[src/rtl/irqc_pkg.sv]
package irqc_pkg;
   // Register byte offsets
   localparam int OFF_INTERVAL = 'h004;
   localparam int OFF_MAIN     = 'h008;
   localparam int OFF_MASK     = 'h00C;
   localparam int OFF_DMA      = 'h010;

   // Main status: directly set bits and summary bits
   localparam logic [31:0] MAIN_DIRECT  = 32'h1600_00CB;
   localparam logic [31:0] MAIN_SUMMARY = 32'hA800_0000;
   localparam logic [31:0] MAIN_IMPL    = MAIN_DIRECT | MAIN_SUMMARY;
   localparam int MAIN_RX_BIT  = 31;
   localparam int MAIN_ERR_BIT = 29;
   localparam int MAIN_TX_BIT  = 27;

   // DMA status groups
   localparam logic [31:0] DMA_IMPL  = 32'hC003_0003;
   localparam logic [31:0] DMA_RX    = 32'h4003_0000;
   localparam logic [31:0] DMA_TX    = 32'h0000_0003;
   localparam int DMA_ERR_BIT   = 31;
   localparam int DMA_URGENT_BIT = 30;
endpackage

[src/rtl/irqc_w1c_bank.sv]
module irqc_w1c_bank #(
   parameter int W = 32,
   parameter logic [W-1:0] IMPL = '1
) (
   input  logic         clk,
   input  logic         rst_n,
   input  logic [W-1:0] set_i,
   input  logic         clr_en,
   input  logic [W-1:0] clr_bits,
   output logic [W-1:0] q
);
   generate
      if (W < 1) begin : g_bad_width
         $error("irqc_w1c_bank: W must be positive");
      end
      for (genvar i = 0; i < W; i++) begin : g_bit
         if (IMPL[i]) begin : g_flop
            always_ff @(posedge clk or negedge rst_n) begin
               if (!rst_n)
                  q[i] <= 1'b0;
               else if (set_i[i])
                  q[i] <= 1'b1;               // set beats clear
               else if (clr_en && clr_bits[i])
                  q[i] <= 1'b0;
            end
         end else begin : g_tie
            assign q[i] = 1'b0;
         end
      end
   endgenerate
endmodule

[src/rtl/irqc_coalesce_timer.sv]
module irqc_coalesce_timer #(
   parameter int CW         = 8,
   parameter int UNIT_TICKS = 32
) (
   input  logic          clk,
   input  logic          rst_n,
   input  logic          pending,
   input  logic          usec_tick,
   input  logic [CW-1:0] interval,
   output logic          release_o
);
   localparam int PW = (UNIT_TICKS > 1) ? $clog2(UNIT_TICKS) : 1;
   localparam logic [PW-1:0] PRE_LAST = PW'(UNIT_TICKS - 1);

   generate
      if (UNIT_TICKS < 2) begin : g_bad_unit
         $error("irqc_coalesce_timer: UNIT_TICKS must be at least 2");
      end
      if (CW < 1 || CW > 16) begin : g_bad_cw
         $error("irqc_coalesce_timer: CW out of range");
      end
   endgenerate

   logic          running_q, expired_q;
   logic [PW-1:0] pre_q;
   logic [CW-1:0] units_q;
   logic [CW:0]   units_inc;

   assign units_inc = {1'b0, units_q} + 1'b1;

   always_ff @(posedge clk or negedge rst_n) begin
      if (!rst_n) begin
         running_q <= 1'b0;
         expired_q <= 1'b0;
         pre_q     <= '0;
         units_q   <= '0;
      end else if (!pending) begin
         running_q <= 1'b0;
         expired_q <= 1'b0;
         pre_q     <= '0;
         units_q   <= '0;
      end else if (!running_q && !expired_q) begin
         running_q <= 1'b1;
         pre_q     <= '0;
         units_q   <= '0;
      end else if (running_q && usec_tick) begin
         if (pre_q == PRE_LAST) begin
            pre_q <= '0;
            if (units_inc >= {1'b0, interval}) begin
               expired_q <= 1'b1;
               running_q <= 1'b0;
            end else begin
               units_q <= units_inc[CW-1:0];
            end
         end else begin
            pre_q <= pre_q + 1'b1;
         end
      end
   end

   assign release_o = expired_q || (interval == '0);
endmodule

[src/rtl/irq_coalesce_ctrl.sv]
module irq_coalesce_ctrl #(
   parameter int ADDR_W     = 12,
   parameter int CW         = 8,
   parameter int UNIT_TICKS = 32
) (
   input  logic              clk,
   input  logic              rst_n,
   input  logic              reg_wr_en,
   input  logic [ADDR_W-1:0] reg_addr,
   input  logic [31:0]       reg_wdata,
   output logic [31:0]       reg_rdata,
   input  logic [31:0]       main_evt,
   input  logic [31:0]       dma_evt,
   input  logic              usec_tick,
   output logic              irq_out
);
   import irqc_pkg::*;

   generate
      if (ADDR_W < 5) begin : g_bad_addr
         $error("irq_coalesce_ctrl: ADDR_W too small for register map");
      end
      if (CW > 32) begin : g_bad_cw
         $error("irq_coalesce_ctrl: CW exceeds data width");
      end
   endgenerate

   logic          sel_int, sel_main, sel_mask, sel_dma;
   logic [31:0]   main_direct_q, dma_q, mask_q, main_sum, main_view;
   logic [CW-1:0] interval_q;
   logic          pending, urgent, timer_release;

   assign sel_int  = reg_addr == ADDR_W'(OFF_INTERVAL);
   assign sel_main = reg_addr == ADDR_W'(OFF_MAIN);
   assign sel_mask = reg_addr == ADDR_W'(OFF_MASK);
   assign sel_dma  = reg_addr == ADDR_W'(OFF_DMA);

   irqc_w1c_bank #(.W(32), .IMPL(MAIN_DIRECT)) u_main_bank (
      .clk      (clk),
      .rst_n    (rst_n),
      .set_i    (main_evt & MAIN_DIRECT),
      .clr_en   (reg_wr_en && sel_main),
      .clr_bits (reg_wdata),
      .q        (main_direct_q)
   );

   irqc_w1c_bank #(.W(32), .IMPL(DMA_IMPL)) u_dma_bank (
      .clk      (clk),
      .rst_n    (rst_n),
      .set_i    (dma_evt & DMA_IMPL),
      .clr_en   (reg_wr_en && sel_dma),
      .clr_bits (reg_wdata),
      .q        (dma_q)
   );

   always_ff @(posedge clk or negedge rst_n) begin
      if (!rst_n) begin
         mask_q     <= '0;
         interval_q <= '0;
      end else if (reg_wr_en) begin
         if (sel_mask) mask_q <= reg_wdata & MAIN_IMPL;
         if (sel_int)  interval_q <= reg_wdata[CW-1:0];
      end
   end

   always_comb begin
      main_sum               = '0;
      main_sum[MAIN_RX_BIT]  = |(dma_q & DMA_RX);
      main_sum[MAIN_ERR_BIT] = dma_q[DMA_ERR_BIT];
      main_sum[MAIN_TX_BIT]  = |(dma_q & DMA_TX);
   end

   assign main_view = main_direct_q | main_sum;
   assign pending   = |(main_view & mask_q);
   assign urgent    = dma_q[DMA_URGENT_BIT] && mask_q[MAIN_RX_BIT];

   irqc_coalesce_timer #(.CW(CW), .UNIT_TICKS(UNIT_TICKS)) u_timer (
      .clk       (clk),
      .rst_n     (rst_n),
      .pending   (pending),
      .usec_tick (usec_tick),
      .interval  (interval_q),
      .release_o (timer_release)
   );

   assign irq_out = pending && (timer_release || urgent);

   always_comb begin
      reg_rdata = '0;
      if (sel_int)  reg_rdata = 32'(interval_q);
      if (sel_main) reg_rdata = main_view;
      if (sel_mask) reg_rdata = mask_q;
      if (sel_dma)  reg_rdata = dma_q;
   end
endmodule

[config.mk]
export PLATFORM = sky130hd
export DESIGN_NAME = irq_coalesce_ctrl
export DESIGN_NICKNAME = d
export VERILOG_FILES = /design/src/rtl/irqc_pkg.sv /design/src/rtl/irqc_w1c_bank.sv /design/src/rtl/irqc_coalesce_timer.sv /design/src/rtl/irq_coalesce_ctrl.sv
export SDC_FILE = /design/constraint.sdc
export NUM_CORES = 1
export LEC_CHECK = 0
export ABC_CLOCK_PERIOD_IN_PS = 3800
export BUFFER_PORTS_ARGS = -buffer_cell sky130_fd_sc_hd__buf_2
export CORE_MARGIN = 2
export CORE_UTILIZATION = 50
export CTS_CLUSTER_DIAMETER = 60
export DETAILED_ROUTE_END_ITERATION = 8
export GPL_TIMING_DRIVEN = 0
export PLACE_DENSITY = 0.91
export SETUP_SLACK_MARGIN = 0.05
export SLEW_MARGIN = 20
export SYNTH_ARGS = -nofsm -noshare
export SYNTH_HDL_FRONTEND = slang
export SYNTH_SLANG_ARGS = --single-unit
[constraint.sdc]
create_clock -name clk -period 3.8 [get_ports clk]
set_input_delay 0.19 -clock clk [delete_from_list [all_inputs] [get_ports clk]]
set_output_delay 0.19 -clock clk [all_outputs]
set_load 0.005 [all_outputs]
==> results of run 1 <==
area by class of cell:
cell class                      instances  area (sq um)
Sequential cell                        48          1201
Clock inverter                          2         35.03
Fill cell                             456          2066
Timing Repair Buffer                   65         332.8
Inverter                               14         52.55
Multi-Input combinational cell        215          1465
Buffer                                 27         191.4
Clock buffer                            6         72.57
Tap cell                               72         90.09
final timing paths:
kind                                    startpoint                  to  slack, ns  cells past startpoint
worst max-delay path            u_timer.units_q[0]  u_timer.units_q[5]       0.80                     11
worst min-delay path                   dma_evt[31]    u_dma_bank.q[31]       0.06                      2
worst max register to register  u_timer.units_q[0]  u_timer.units_q[5]       0.80                     11
worst min register to register    u_main_bank.q[1]    u_main_bank.q[1]       0.51                      1
max in group asynchronous                    rst_n  u_timer.units_q[0]       2.94                      2
min in group asynchronous                    rst_n    u_timer.pre_q[1]       0.44                      2
Yosys cell counts (2+ instances only):
cell type,number,share of area [%]
ha_1,11,4.8
buf_4,15,3.9
nor4_1,2,0.44
nor2b_1,5,1.1
nand4_1,8,1.8
a2bb2oi_1,3,0.92
xnor2_1,4,1.2
mux2_2,13,5.1
or2_2,3,0.66
nor3_1,5,0.88
a222oi_1,2,0.70
and2_1,9,2.0
nand2_1,24,3.2
xor2_1,2,0.61
clkbuf_1,4,0.53
nor2_1,8,1.1
and4_1,2,0.61
o21a_1,3,0.79
o211ai_1,3,0.79
a221oi_1,2,0.61
inv_1,14,1.8
a31oi_1,2,0.44
nand3_1,15,2.6
o21ai_0,18,3.2
dfrtp_1,48,42
a21oi_1,6,1.1
buf_2,4,0.70
a21o_1,14,3.7
and3_1,4,0.88
a22o_1,7,2.1
a211o_1,2,0.61
a22oi_1,3,0.79
worst max-delay path, cell delays in order (launching register included):
cell	delay, ns
dfrtp_1	0.44
ha_1	0.24
and4_1	0.24
nand2_1	0.10
xnor2_1	0.18
ha_1	0.27
a211o_1	0.26
a21oi_1	0.17
o211a_1	0.18
clkbuf_1	0.38
a211o_1	0.31
o211ai_1	0.11
sequential cells by signal (all words and copies together), names as in the netlist:
signal / flops
u_timer.running_q: 1
interval_q: 8
u_timer.units_q: 8
mask_q: 11
u_timer.pre_q: 5
u_timer.expired_q: 1
u_main_bank.q: 8
u_dma_bank.q: 6
power by group through the flow:
stage          sequential (mW)  clock [mW]  combinational, mW
2_1_floorplan            0.524           0             0.0283
3_3_place_gp             0.524           0             0.0681
3_5_place_dp             0.524           0             0.0698
4_1_cts                  0.514       0.363             0.0700
5_1_grt                  0.514       0.387             0.0800
6_report                 0.514       0.360             0.0713
logic make-up (layout without fill, tap and decap cells):
group	count (synthesis)	in the layout
AO/OA/AOI/OAI	71	71
XOR/XNOR	6	6
adder cells (fa/ha/maj)	11	11
buffers and inverters	41	114
flip-flops	48	48
multiplexers	14	14
other	1	15
AND/OR/NAND/NOR	98	98
cell usage in the layout (no fill, tap or decap), types with 3 or more instances in the layout:
master	n
nand2_1	24
nor2b_1	5
o211ai_1	3
or2_2	3
mux2_2	13
clkbuf_1	5
buf_2	67
nand4_1	8
a22o_1	7
a21oi_1	6
nor2_1	8
inv_1	14
clkbuf_8	5
a21o_1	14
xnor2_1	4
and2_1	9
ha_1	11
conb_1	15
and3_1	4
o21ai_0	18
nor3_1	5
o21a_1	3
a2bb2oi_1	3
buf_4	16
nand3_1	15
a22oi_1	3
dfrtp_1	48
through the flow:
step	instance area (sq um)	std cells
2_1_floorplan	2910	304
3_3_place_gp	3321	440
3_5_place_dp	3321	440
4_1_cts	3428	448
5_1_grt	3441	449
6_report	3441	449
per-layer routing:
metal  track usage [%]  up-vias  share of wire [%]
met5                 0        -                  0
met4             7.759        0                2.1
met3             4.751       13                8.6
met2             37.31      128                 47
met1             31.55     1234                 42
li1                  -     1194                  -
repair_timing:
action | CTS | global route
endpoints found under the hold margin | 0 | 48
hold buffers | 0 | 1
endpoints found under the setup margin | 0 | 0
==> reports/metrics.csv, run 1 <==
stage;metric;value;unit
run_status;outcome;finished, final reports clean;
global_route;GRT Util Overall;23.29;%
logic_synthesis;EDFF count, synth;0;
floorplan;Ports;145;
power;Reg power frac;54.4;%
hold_path;Min-Delay Path Class;input port to register;
drt;routed wire length;6939;um
drt;DRT antenna net count;0;
placement;# port buffers;64;
timing;Rel. slew slack;59.51;%
floorplan;DIE AREA;6336;sq um
timing;period utilisation layout;79.01;%
timing;Final Hold Fails;0;
run;Max-cap violations;0;
global_route;initial antenna violation count;0;
logic_synthesis;largest family of logic cells by synthesized area;simple AND/OR/NAND/NOR gates;
drt;DR vias/cell;5.722;
power;PwrDens;274.6;nW/um^2
power;Sw Share;21.55;%
clock_tree;number of buffers inserted during clock tree synthesis;5;
critical_path;startpoint types;register;
power;Lkg Pwr;1.700;nW
timing;hold slack;0.06197;ns
logic_synthesis;Most used DFF post-synth;dfrtp_1;
clock_tree;Num Clock Sinks;48;
timing;Final Setup Violations;0;
clock_tree;H-tree lvl count;2;
logic_synthesis;xor/xnor share of the synthesized area;1.839;%
logic_synthesis;asr flop ratio synth;100.0;%
global_route;largest net degree at the start of global routing;49;
timing;Worst Tran Pin Value;0.6074;ns
clock_tree;CTS max path bufs;2;
final_layout;proportion of layout cells with a drive suffix above 1;31.03;%
final_layout;area grow syn2layout;20.40;%
drt;DR pass1 iterations;5;
timing;max frequency;333.1;MHz
floorplan;Initial Util;51.90;%
final_layout;Final Net Count;499;
logic_synthesis;Synth Area in Compound Gates;17.51;%
floorplan;core region area;5507;sq um
clock_tree;CTS tree;built;
logic_synthesis;Synth Area in Adders;4.816;%
logic_synthesis;post-synthesis instance total;290;
drt;DR vias;2569;
clock_tree;Worst-path clk slew;0.09;ns
logic_synthesis;post-synthesis register bit count;48;
logic_synthesis;Avg Cell Area, Syn;9.854;sq um
clock_tree;CTS resizes;0;
drt;wire length per cell;15.45;um
logic_synthesis;count of cell types in the netlist;57;
logic_synthesis;Mapped Area;2858;sq um
placement;post-place setup slack;0.8443;ns
logic_synthesis;synthesis warning total;0;
timing;post-route setup TNS;0;ns
logic_synthesis;post-synthesis mux area share;5.473;%
power;clock share of power;38.1;%
clock_tree;Clk Latency, worst-skew pair;0.30;ns
drt;Remaining DRCs;0;
final_layout;final core occ;62.49;%
global_route;first-pass GRT wire length;11560;um
placement;HPWL Detailed;5287;um
power;Gate power share;7.5;%
floorplan;Die H;79.60;um
critical_path;kind of critical path;register to register;
critical_path;Worst EP required;3.97;ns
critical_path;Worst EP arrival;3.18;ns
clock_tree;Post-CTS Setup Bufs;0;
placement;gpl congestion;0.8868;
drt;drt initial violations;252;
global_route;GRT overflow;0;
logic_synthesis;Simple-Gate Fraction of Synth Area;19.66;%
final_layout;Ant. Diodes;0;
logic_synthesis;Seq/Total Area, Yosys;42.03;%
floorplan;Site Rows;27;
critical_path;Critical Path Fanout Max;10;
power;IR drop worst, VDD;0.2112;mV
timing;Final Slew Violations;0;
timing;setup repair after global routing missed its margin;false;
floorplan;Die X;79.60;um
timing;Min Clock Period, post-route;3.002;ns
timing;Clock Skew;0.007858;ns
global_route;vias in the first global route;2455;
power;switching power of the nets;203.7;uW
clock_tree;root buffer cell;clkbuf_8;
power;total power;945.0;uW
power;P_int;741.3;uW
critical_path;Critical Path End Type;register;
timing;setup ws final;0.7976;ns
No activity file was read; power rests on OpenSTA's default activity.
==> inputs of run 2 (changes only) <==
--- a/config.mk
+++ b/config.mk
@@ -5,14 +5,15 @@
 export SDC_FILE = /design/constraint.sdc
 export NUM_CORES = 1
 export LEC_CHECK = 0
-export ABC_CLOCK_PERIOD_IN_PS = 3800
+export ABC_AREA = 1
+export ABC_CLOCK_PERIOD_IN_PS = 2800
 export BUFFER_PORTS_ARGS = -buffer_cell sky130_fd_sc_hd__buf_2
 export CORE_MARGIN = 2
-export CORE_UTILIZATION = 50
+export CORE_UTILIZATION = 47
 export CTS_CLUSTER_DIAMETER = 60
 export DETAILED_ROUTE_END_ITERATION = 8
 export GPL_TIMING_DRIVEN = 0
-export PLACE_DENSITY = 0.91
+export PLACE_DENSITY = 0.85
 export SETUP_SLACK_MARGIN = 0.05
 export SLEW_MARGIN = 20
 export SYNTH_ARGS = -nofsm -noshare
==> constraint.sdc (replaced) <==
create_clock -name clk -period 2.8 [get_ports clk]
set_input_delay 0.14 -clock clk [delete_from_list [all_inputs] [get_ports clk]]
set_output_delay 0.14 -clock clk [all_outputs]
set_load 0.005 [all_outputs]
==> reports/metrics.csv, run 2 <==
stage;metric;value;unit
timing;setup ws final;0.3571;ns
power;Lkg Pwr;1.999;nW
logic_synthesis;Synth top cells by count;nand2_1, inv_1, dfrtp_1;
clock_tree;root buffer cell;clkbuf_8;
timing;Final Hold Fails;0;
critical_path;Critical Path Fanout Max;9;
critical_path;kind of critical path;register to register;
logic_synthesis;EDFF count, synth;0;
drt;DR pass1 iterations;5;
global_route;GRT Util Overall;20.82;%
hold_path;Min-Delay Path Class;input port to register;
critical_path;Worst EP arrival;2.69;ns
logic_synthesis;synthesis warning total;0;
floorplan;Initial Util;48.24;%
critical_path;worst r2r src;u_timer.units_q[0];
power;IR drop worst, VDD;0.2991;mV
timing;post-route setup TNS;0;ns
logic_synthesis;top post-synthesis cells by area;dfrtp_1, nand2_1, inv_1;
final_layout;fin cells;569;
placement;Placed Cells;560;
final_layout;proportion of layout cells with a drive suffix above 1;24.80;%
floorplan;Die H;84.27;um
timing;Final Slew Violations;0;
critical_path;FF-to-FF setup slack;0.36;ns
clock_tree;CTS tree;built;
final_layout;# fillers;585;
global_route;first-pass GRT wire length;12050;um
logic_synthesis;Avg Cell Area, Syn;7.476;sq um
floorplan;Ports;145;
drt;wire length per cell;12.53;um
placement;post-place setup slack;0.3802;ns
final_layout;most common cell after layout, fill and taps aside;nand2_1;
drt;Remaining DRCs;0;
global_route;largest net degree at the start of global routing;49;
drt;DR vias/cell;5.019;
global_route;initial antenna violation count;0;
logic_synthesis;Synth area leader;dfrtp_1;
floorplan;DIE AREA;7101;sq um
power;clock share of power;40.8;%
clock_tree;Num Clock Sinks;48;
logic_synthesis;Seq/Total Area, Yosys;39.67;%
logic_synthesis;Most used DFF post-synth;dfrtp_1;
timing;Min Clock Period, post-route;2.443;ns
critical_path;r2r endpoint;u_timer.units_q[2];
floorplan;core region area;6277;sq um
final_layout;Biggest register;mask_q;
drt;DR vias;2856;
global_route;vias in the first global route;2710;
critical_path;startpoint types;register;
final_layout;area grow syn2layout;20.08;%
power;Sw Share;21.95;%
logic_synthesis;xor/xnor share of the synthesized area;1.736;%
drt;DRT antenna net count;0;
timing;Clock Skew;0.01322;ns
timing;Rel. slew slack;58.80;%
placement;# port buffers;64;
clock_tree;CTS max path bufs;2;
critical_path;critical path endpoint;u_timer.units_q[2];
drt;drt initial violations;202;
timing;Final Setup Violations;0;
run;Max-cap violations;0;
floorplan;Die X;84.27;um
critical_path;Worst EP required;3.05;ns
logic_synthesis;count of cell types in the netlist;33;
timing;Worst Tran Pin Value;0.6180;ns
clock_tree;CTS resizes;0;
power;Reg power frac;51.4;%
placement;gpl congestion;0.9108;
final_layout;Final Net Count;614;
logic_synthesis;Mapped Area;3028;sq um
drt;routed wire length;7129;um
power;switching power of the nets;297.0;uW
logic_synthesis;post-synthesis instance total;405;
timing;period utilisation layout;87.25;%
clock_tree;H-tree lvl count;2;
floorplan;Site Rows;29;
critical_path;Critical Path End Type;register;
clock_tree;Clk Latency, worst-skew pair;0.31;ns
final_layout;most frequent cells in the layout;nand2_1, buf_2, inv_1, dfrtp_1, nand3_1;
timing;setup repair after global routing missed its margin;false;
logic_synthesis;post-synthesis register bit count;48;
final_layout;max FFs per register;11;
logic_synthesis;asr flop ratio synth;100.0;%
logic_synthesis;largest family of logic cells by synthesized area;simple AND/OR/NAND/NOR gates;
clock_tree;number of buffers inserted during clock tree synthesis;5;
logic_synthesis;post-synthesis mux area share;0.3306;%
logic_synthesis;most common cell in the netlist;nand2_1;
timing;max frequency;409.4;MHz
logic_synthesis;Synth Area in Compound Gates;11.03;%
power;PwrDens;372.2;nW/um^2
final_layout;Ant. Diodes;0;
logic_synthesis;Synth Area in Adders;4.545;%
placement;HPWL Detailed;5559;um
critical_path;crit path from;u_timer.units_q[0];
power;Gate power share;7.8;%
power;P_int;1.056;mW
global_route;GRT overflow;0;
critical_path;R2R cell count;16;
logic_synthesis;Simple-Gate Fraction of Synth Area;29.09;%
run_status;outcome;finished, final reports clean;
logic_synthesis;Synth top area share;39.67;%
clock_tree;Worst-path clk slew;0.09;ns
## run 2: changes by cell type after synthesis, moves of 6 or more
cell	delta
a21o_1	-14
a21oi_1	+6
and2_1	-9
inv_1	+42
mux2_2	-13
nand2_1	+91
nand3_1	+15
nor2_1	+18
o21ai_1	+10
o21ai_2	+6
## run 2: cell families after synthesis
group,Yosys count
multiplexers,1
buffers and inverters,84
AND/OR/NAND/NOR,198
XOR/XNOR,6
adder cells (fa/ha/maj),11
AO/OA/AOI/OAI,56
flip-flops,48
other,1
## run 2: per-layer routing
layer	vias to the layer above	track usage [%]	share of wire (%)
met5	-	0	0
met4	0	7.625	2.4
met3	15	4.425	7.7
met2	106	35.21	47
met1	1309	26.29	43
li1	1426	-	-
## run 2: through the flow
step           cell area, sq um  utilization (%)  hold WS, ns  total power, mW
6_report                   3636            57.92     0.004099            1.353
5_1_grt                    3636            57.92      0.01647            1.401
4_1_cts                    3623            57.72     0.005819            1.356
3_5_place_dp               3497            55.71       0.3264           0.8139
3_3_place_gp               3497            55.71       0.3266           0.8130
2_1_floorplan              3080                -      -0.1556           0.7580
## run 2: repair_timing
action | 4_1_cts | 5_1_grt
setup buffers | 0 | 0
endpoints found under the hold margin | 0 | 48
hold buffers | 0 | 1
## run 2: worst max-delay path, cell delays in order (launching register included)
cell	delay, ns
dfrtp_1	0.44
ha_1	0.25
nand3_2	0.10
xor2_1	0.19
inv_1	0.06
ha_1	0.28
nand2_1	0.08
nor2_1	0.05
nand2_1	0.05
nand3_1	0.07
nand2_1	0.06
nand2_1	0.05
nand2_1	0.12
nand3_2	0.21
nand2_2	0.22
nand2_1	0.07
nand2_1	0.06
## run 2: worst min path at each step
stage / startpoint / end / slack, ns / cells past startpoint
final: main_evt[28] / u_main_bank.q[28] / 0.004 / 3
after global routing: main_evt[28] / u_main_bank.q[28] / 0.02 / 3
after CTS: main_evt[28] / u_main_bank.q[28] / 0.006 / 3
after detailed placement: main_evt[28] / u_main_bank.q[28] / 0.33 / 3
after global placement: dma_evt[1] / u_dma_bank.q[1] / 0.33 / 3
after floorplan: rst_n / interval_q[0] / -0.16 / 0
## run 2: power by group through the flow
stage	Clock, mW	Combinational, mW	Sequential, mW
2_1_floorplan	0	0.0484	0.710
4_1_cts	0.556	0.105	0.696
5_1_grt	0.583	0.121	0.696
6_report	0.552	0.105	0.696
3_5_place_dp	0	0.104	0.710
3_3_place_gp	0	0.103	0.710
## run 2: layout make-up
type | count | area (sq um) | area share [%]
inverters | 61 | 230.2 | 6.332
clock inverters | 1 | 30.03 | 0.8259
well taps | 77 | 96.34 | 2.650
flip-flops and latches | 48 | 1201 | 33.04
multi-input cells | 287 | 1471 | 40.47
clock buffers | 7 | 96.34 | 2.650
plain buffers | 23 | 177.7 | 4.886
repair buffers | 65 | 332.8 | 9.153
